`config.mk`:
```
export PLATFORM = sky130hd
export DESIGN_NAME = clkmgr_lock_watchdog
export DESIGN_NICKNAME = d
export VERILOG_FILES = /design/src/rtl/lw_pkg.sv /design/src/rtl/lw_sync.sv /design/src/rtl/lw_counter.sv /design/src/rtl/lw_pulse.sv /design/src/rtl/clkmgr_lock_watchdog.sv
export SDC_FILE = /design/constraint.sdc
export NUM_CORES = 1
export LEC_CHECK = 0
export ABC_AREA = 1
export ABC_CLOCK_PERIOD_IN_PS = 1500
export BUFFER_PORTS_ARGS = -buffer_cell sky130_fd_sc_hd__buf_4
export CAP_MARGIN = 20
export CORE_MARGIN = 1.5
export CORE_UTILIZATION = 42
export DETAILED_ROUTE_END_ITERATION = 12
export PLACE_DENSITY = 0.56
export SYNTH_ARGS = -nofsm -noshare
export SYNTH_HDL_FRONTEND = slang
export SYNTH_SLANG_ARGS = --single-unit
```
`constraint.sdc`:
```
create_clock -name clk_ref -period 1.5 [get_ports clk_ref]
set_input_delay 0.225 -clock clk_ref [delete_from_list [all_inputs] [get_ports clk_ref]]
set_output_delay 0.225 -clock clk_ref [all_outputs]
set_load 0.01 [all_outputs]
```
`src/rtl/lw_pkg.sv`:
```
`timescale 1ns/1ps
// Package: shared helpers for the lock watchdog.
// Assumes widths below 31 bits so that integer arithmetic does not overflow.
package lw_pkg;

    // Returns the first counter value at which the manager reset fires.
    function automatic int unsigned fire_start(input int unsigned width, input int unsigned span);
        return (32'd1 << width) - span;
    endfunction

endpackage

```
`src/rtl/lw_sync.sv`:
```
`timescale 1ns/1ps
// Module: lw_sync
// Brings N asynchronous status bits into the reference domain through two flops each.
// Assumes the inputs are level signals that stay stable for several reference cycles.
module lw_sync #(
    parameter int unsigned N = 2
) (
    input  logic         clk,
    input  logic         rst_n,
    input  logic [N-1:0] d_async,
    output logic [N-1:0] q_sync
);

    for (genvar gi = 0; gi < N; gi++) begin : g_bit
        logic meta_q;
        logic stab_q;

        // Two-stage capture of one status bit.
        always_ff @(posedge clk) begin
            if (!rst_n) begin
                meta_q <= 1'b0;
                stab_q <= 1'b0;
            end else begin
                meta_q <= d_async[gi];
                stab_q <= meta_q;
            end
        end

        assign q_sync[gi] = stab_q;
    end

endmodule

```
`src/rtl/lw_counter.sv`:
```
`timescale 1ns/1ps
// Module: lw_counter
// Free-running up-counter that is cleared while the manager is healthy.
// It wraps at its maximum value, so reset attempts repeat.
// Assumes healthy is already synchronous to clk.
module lw_counter #(
    parameter int unsigned CNT_W = 16
) (
    input  logic             clk,
    input  logic             rst_n,
    input  logic             healthy,
    output logic [CNT_W-1:0] cnt
);

    // Clear while healthy; otherwise count up with modular wrap.
    always_ff @(posedge clk) begin
        if (!rst_n) begin
            cnt <= '0;
        end else if (healthy) begin
            cnt <= '0;
        end else begin
            cnt <= cnt + 1'b1;
        end
    end

endmodule

```
`src/rtl/lw_pulse.sv`:
```
`timescale 1ns/1ps
// Module: lw_pulse
// Decodes the top RST_CYC counter values into a registered manager reset,
// and keeps a sticky record that a reset was issued.
// Assumes RST_CYC is at least 1 and less than 2**CNT_W.
module lw_pulse #(
    parameter int unsigned CNT_W   = 16,
    parameter int unsigned RST_CYC = 8
) (
    input  logic             clk,
    input  logic             rst_n,
    input  logic [CNT_W-1:0] cnt,
    output logic             rst_out,
    output logic             seen
);

    localparam logic [CNT_W-1:0] FIRE_AT = CNT_W'(lw_pkg::fire_start(CNT_W, RST_CYC));

    logic fire;

    // Window decode: true in the top RST_CYC counter values.
    always_comb begin
        fire = (cnt >= FIRE_AT);
    end

    // Register the reset output and the sticky flag so the output cannot glitch.
    always_ff @(posedge clk) begin
        if (!rst_n) begin
            rst_out <= 1'b0;
            seen    <= 1'b0;
        end else begin
            rst_out <= fire;
            seen    <= seen | fire;
        end
    end

endmodule

```
`src/rtl/clkmgr_lock_watchdog.sv`:
```
`timescale 1ns/1ps
// Module: clkmgr_lock_watchdog
// Watchdog that resets a clock manager again and again until it reports lock
// with its input clock present. Everything runs on clk_ref, which must be
// a constant clock that does not come from the manager being watched.
// Assumes 2**CNT_W reference cycles is longer than the manager's worst lock
// time, and RST_CYC reference cycles cover at least 3 manager input cycles.
module clkmgr_lock_watchdog #(
    parameter int unsigned CNT_W   = 16,
    parameter int unsigned RST_CYC = 8
) (
    input  logic clk_ref,
    input  logic rst_n,
    input  logic lock_in,
    input  logic clk_ok_in,
    output logic mgr_rst,
    output logic reset_seen
);

    logic [1:0]       stat_sync;
    logic             healthy;
    logic [CNT_W-1:0] cnt;

    lw_sync #(.N(2)) u_sync (
        .clk     (clk_ref),
        .rst_n   (rst_n),
        .d_async ({clk_ok_in, lock_in}),
        .q_sync  (stat_sync)
    );

    // Healthy only when lock and input-clock-present are both good.
    always_comb begin
        healthy = stat_sync[0] & stat_sync[1];
    end

    lw_counter #(.CNT_W(CNT_W)) u_cnt (
        .clk     (clk_ref),
        .rst_n   (rst_n),
        .healthy (healthy),
        .cnt     (cnt)
    );

    lw_pulse #(.CNT_W(CNT_W), .RST_CYC(RST_CYC)) u_pulse (
        .clk     (clk_ref),
        .rst_n   (rst_n),
        .cnt     (cnt),
        .rst_out (mgr_rst),
        .seen    (reset_seen)
    );

endmodule

```
==> results of run 1 <==
## final cells by class
cell class / instances / area (um^2) / share of cell area
clock buffers: 4 / 36.3 / 0.0333
flip-flops and latches: 22 / 440 / 0.404
inverters: 23 / 86.3 / 0.0791
well taps: 28 / 35.0 / 0.0321
multi-input cells: 95 / 455 / 0.417
repair buffers: 5 / 37.5 / 0.0344
## cell usage after synthesis (all sizes together)
cell type	count	share of area
nand2	42	0.17
nor2	29	0.13
dfxtp	22	0.45
inv	22	0.083
nand3	5	0.025
a21oi	4	0.020
o21ai	3	0.015
o21bai	3	0.023
xor2	3	0.027
ha	2	0.025
buf	1	0.0076
clkinv	1	0.0038
nand4	1	0.0063
nor3b	1	0.0076
o21a	1	0.0076
or2	1	0.0063
## power breakdown
| part | total [mW] | internal, mW | switching, mW |
|---|---|---|---|
| Clock | 0.319 | 0.148 | 0.171 |
| Combinational | 0.0411 | 0.0171 | 0.0241 |
| Sequential | 0.604 | 0.596 | 0.00806 |
## metrics by stage
step,hold WS [ns],setup WS (ns),utilization,instance area (um^2)
6_report,0.104,0.254,0.493,1090
5_1_grt,0.0950,0.120,0.493,1090
4_1_cts,0.103,0.242,0.493,1090
3_5_place_dp,0.404,0.258,0.477,1050
3_3_place_gp,0.396,0.283,0.477,1050
2_1_floorplan,0.323,0.341,-,990
## worst max path at each step
stage	endpoint	depth (start not counted)
final	u_cnt.cnt[14]	8
after global routing	u_cnt.cnt[12]	9
after CTS	u_cnt.cnt[14]	8
after detailed placement	u_cnt.cnt[14]	8
after global placement	u_cnt.cnt[14]	8
after floorplan	u_cnt.cnt[14]	8
## kinds of logic after synthesis
kind of cell    Yosys count
buf+inv                  24
flops                    22
compound gates           11
fa+ha+maj                 2
simple gates             79
xor+xnor                  3
## per-layer routing
layer  wire length [um]  track usage  vias up
li1                   -            -      438
met1                904        0.191      347
met2                686        0.248        8
met3                 35       0.0259        2
met4                 14       0.0526        0
met5                  0            0        -
## flip-flops by register name, summed over array words and instances, names as in the netlist
| signal | cells |
|---|---|
| u_pulse.seen | 1 |
| u_sync.g_bit.stab_q | 2 |
| u_pulse.rst_out | 1 |
| u_sync.g_bit.meta_q | 2 |
| u_cnt.cnt | 16 |
## worst max-delay path, delay by kind of cell (launching register included)
kind	cells	cell delay [ns]
fa+ha+maj	1	0.19
flops	1	0.39
simple gates	7	0.56
==> impl_metrics.json, run 1 <==
{
  "status": "finished clean",
  "clock_latency_ns": 0.30,
  "post_cts_buffers": 0,
  "syn_area_um2": 990,
  "drc": 0,
  "cts_tree": "done",
  "grt_usage": 0.148,
  "cts_root_buffer": "clkbuf_4",
  "yosysWarnings": 0,
  "min_to": "u_sync.g_bit[0].meta_q",
  "yosys.area_share.simple": 0.343,
  "numCtsBuffers": 3,
  "cp.required_ns": 1.71,
  "max_freq_ghz": 0.803,
  "insertedDiodeCount": 0,
  "die_h_um": 51.5,
  "synth_top_family_by_area": "simple AND/OR/NAND/NOR gates",
  "syn_area_per_cell_um2": 7.02,
  "cts-resized-gates": 0,
  "r2r-end": "u_cnt.cnt[14]",
  "slew_headroom": 0.813,
  "htree_levels": 1,
  "cts.path.max_buffers": 2,
  "fin_crit_ns": 1.25,
  "setup_violations": 0,
  "overflow": 0,
  "grt_pass1_wl_um": 2980,
  "area_growth_pct": 10.2,
  "grt_start_max_net_pins": 13,
  "fp.dieArea_mm2": 0.00266,
  "final_cells": 177,
  "core_region_area_mm2": 0.00221,
  "max_stage_delay_ns": 0.39,
  "start_util": 0.447,
  "firstDrtPassIters": 4,
  "hold_viol_final": 0,
  "vias_per_cell": 4.49,
  "die_w_um": 51.5,
  "clock_sinks": 22,
  "netlist_instances": 141,
  "synth_mux_area_frac": 0,
  "numPlacedInstances": 173,
  "path_clk_slew_ns": 0.12,
  "ys_types": 21,
  "rsz0062_at_grt": "false",
  "min_delay_path_depth": 3,
  "total_power_mw": 0.965,
  "synth_seq_cells": 22,
  "ctsHoldBuffers": 0,
  "fin_tns_setup_ns": 0,
  "seq_area_frac_synth": 0.445,
  "layout-drive-gt1-share": 0.128,
  "hp-class": "input port to register",
  "slowest_stage": "dfxtp_1",
  "synth_xor_area_frac": 0.0265,
  "path_cells": "ha_1 > nand2_2 > nor2_4 > nand2_1 > nor2_2 > nand2_1 > nand2_1 > nor2_1",
  "synth_compound_gate_area_share": 0.0657,
  "dp_hpwl_um": 1250,
  "fin_nets": 156,
  "routedWlPerCell_um": 9.27,
  "slew_violations": 0,
  "ant_nets": 0,
  "rows": 17,
  "io_buffers": 5,
  "synthAdderAreaFrac": 0.0253,
  "r2r_slack_ns": 0.25,
  "fillers": 225,
  "leakage_nw": 0.478,
  "hold_start": "lock_in",
  "ir_worst_vdd_uv": 621,
  "maxCapViolCount": 0,
  "cp_common_cell": "nand2_1",
  "crit_fanout": 4,
  "rr_worst_depth": 8,
  "startpoint": "u_cnt.cnt[0]",
  "skew_ns": 0.00329,
  "cp-start-kind": "register",
  "vias": 795,
  "max_slew.worst_pin.slew_ns": 0.280,
  "p_per_area_mw_per_mm2": 884,
  "globalplace.congestion": 0.762,
  "finalCritPeriodShare": 0.831,
  "cp-end-kind": "register",
  "grt_pass1_vias": 743,
  "antenna_found_initial": 0,
  "first_iter_violations": 24,
  "wirelength_um": 1640,
  "syn_nets": 147,
  "pin_count": 6,
  "critPathArrivalTime_ns": 1.45,
  "final_common_cell": "nand2_1",
  "setup.worst_path.class": "register to register",
  "timing.rr.start": "u_cnt.cnt[0]",
  "layout_common_cells": "39 x nand2_1, 25 x nor2_1, 22 x dfxtp_1"
}
(Power assumes the default switching activity.)
==> run 2: changes to the inputs <==
--- a/config.mk
+++ b/config.mk
@@ -6,7 +6,7 @@
 export NUM_CORES = 1
 export LEC_CHECK = 0
 export ABC_AREA = 1
-export ABC_CLOCK_PERIOD_IN_PS = 1500
+export ABC_CLOCK_PERIOD_IN_PS = 1300
 export BUFFER_PORTS_ARGS = -buffer_cell sky130_fd_sc_hd__buf_4
 export CAP_MARGIN = 20
 export CORE_MARGIN = 1.5
==> constraint.sdc (replaced) <==
create_clock -name clk_ref -period 1.3 [get_ports clk_ref]
set_input_delay 0.195 -clock clk_ref [delete_from_list [all_inputs] [get_ports clk_ref]]
set_output_delay 0.195 -clock clk_ref [all_outputs]
set_load 0.01 [all_outputs]
==> run 2 against run 1 <==
  * Sequential power up 16%
  * Register-to-register slack worse by 0.15 ns
  * Fmax rose by 4.2%
  * First-iteration DRC count decreased by 50%
  * Non-clock buffer count rose by 1
  * Die area stayed put
  * Largest cell class unchanged
  * Cell area increased by 2.1%
==> impl_metrics.json, run 2 (synthesis results as in run 1) <==
{
  "grt_start_max_net_pins": 13,
  "setup_violations": 0,
  "grt_pass1_wl_um": 2990,
  "leakage_nw": 0.482,
  "vias_per_cell": 4.31,
  "fp.dieArea_mm2": 0.00266,
  "fin_util": 0.503,
  "rows": 17,
  "htree_levels": 1,
  "p_per_area_mw_per_mm2": 1010,
  "multi_input_area_um2": 468,
  "first_iter_violations": 12,
  "drc": 0,
  "overflow": 0,
  "setup.worst_path.class": "register to register",
  "place_area_mm2": 0.00106,
  "post_cts_buffers": 0,
  "firstDrtPassIters": 4,
  "start_util": 0.447,
  "slew_violations": 0,
  "pin_count": 6,
  "cp-start-kind": "register",
  "reg.largest.list": "u_cnt.cnt: 16 flops, u_sync.g_bit.meta_q: 2 flops, u_sync.g_bit.stab_q: 2 flops",
  "dp_hpwl_um": 1290,
  "hp-class": "input port to register",
  "maxCapViolCount": 0,
  "ant_nets": 0,
  "min_delay_path_depth": 3,
  "vias": 768,
  "finalWorstSetupSlack_ns": 0.104,
  "insertedDiodeCount": 0,
  "ir_worst_vdd_uv": 716,
  "fillers": 228,
  "pre_cts_ws_ns": 0.0486,
  "die_h_um": 51.5,
  "cts.path.max_buffers": 2,
  "cp-end-kind": "register",
  "die_w_um": 51.5,
  "critPathArrivalTime_ns": 1.45,
  "top_register": "u_cnt.cnt",
  "r2r-end": "u_cnt.cnt[12]",
  "io_buffers": 5,
  "finalCritPeriodShare": 0.920,
  "status": "finished clean",
  "skew_ns": 0.00935,
  "hold_start": "clk_ok_in",
  "fin_crit_ns": 1.20,
  "rsz0062_at_grt": "true",
  "rr_worst_depth": 9,
  "area_growth_pct": 12.5,
  "layout-drive-gt1-share": 0.180,
  "clock_latency_ns": 0.30,
  "final_common_cell": "nand2_1",
  "fin_area_mm2": 0.00111,
  "r2r_slack_ns": 0.10,
  "min_to": "u_sync.g_bit[1].meta_q",
  "layout_common_cells": "38 x nand2_1, 22 x nor2_1, 20 x inv_1, 20 x dfxtp_1, 6 x buf_4",
  "cts_tree": "done",
  "max_freq_ghz": 0.836,
  "fin_nets": 157,
  "wirelength_um": 1670,
  "numCtsBuffers": 3,
  "routedWlPerCell_um": 9.40,
  "grt_usage": 0.153,
  "cts_root_buffer": "clkbuf_4",
  "hold_viol_final": 0,
  "globalplace.congestion": 0.774,
  "antenna_found_initial": 0,
  "largest_reg_flops": 16,
  "slew_headroom": 0.825,
  "max_slew.worst_pin.slew_ns": 0.261,
  "timing.rr.start": "u_cnt.cnt[0]",
  "grt_pass1_vias": 687,
  "clock_sinks": 22,
  "path_clk_slew_ns": 0.13,
  "core_region_area_mm2": 0.00221,
  "cp.required_ns": 1.56,
  "crit_fanout": 5,
  "regArea_um2": 443
}
run 2: changes by cell type in the layout (fill, tap and decap cells not counted), sizes merged:
cell | before | now
buf | 5 | 6
run 2: worst max-delay path, stage by stage (launching register included):
cell     delay (ns)
dfxtp_2        0.37
ha_2           0.19
nand2_2        0.07
nor2_4         0.13
nand2_2        0.12
inv_2          0.07
nand2_1        0.04
nand2_1        0.06
inv_1          0.04
nor2_1         0.08
run 2: cell type report:
class,count,share of cell area
clock buffer,4,0.0326
tap,28,0.0315
timing repair buffer,6,0.0404
inverter,23,0.0775
sequential,22,0.398
multi-input combinational,95,0.420
run 2: stage by stage:
step	power (mW)	cells	hold WS, ns	TNS, ns
global route	1.18	178	0.0644	-0.00897
detailed placement	0.762	174	0.379	0
floorplan	0.746	141	0.293	0
finish	1.13	178	0.0661	0
global placement	0.761	174	0.374	0
CTS	1.14	178	0.0553	0
run 2: report_power, final:
part	switching [mW]	total [mW]	internal [mW]
clock	0.208	0.379	0.171
sequential	0.00934	0.699	0.689
combinational	0.0278	0.0498	0.0219
total	0.245	1.13	0.882
run 2: timing repair:
item / in CTS / in global routing
gates resized for setup: 0 / 7
setup endpoints to repair: 0 / 7
hold buffers: 0 / 0
run 2: worst max-delay path by stage:
| stage | start | to |
|---|---|---|
| floorplan | u_cnt.cnt[0] | u_cnt.cnt[14] |
| global placement | u_cnt.cnt[0] | u_cnt.cnt[14] |
| detailed placement | u_cnt.cnt[0] | u_cnt.cnt[14] |
| CTS | u_cnt.cnt[0] | u_cnt.cnt[14] |
| global route | u_cnt.cnt[0] | u_cnt.cnt[12] |
| finish | u_cnt.cnt[0] | u_cnt.cnt[12] |
run 2: per-layer routing:
metal,track usage,vias to the layer above,routed length [um]
met4,0.0658,0,17
met2,0.229,6,720
met5,0,-,0
met1,0.212,324,907
met3,0.0345,2,28
li1,-,436,-
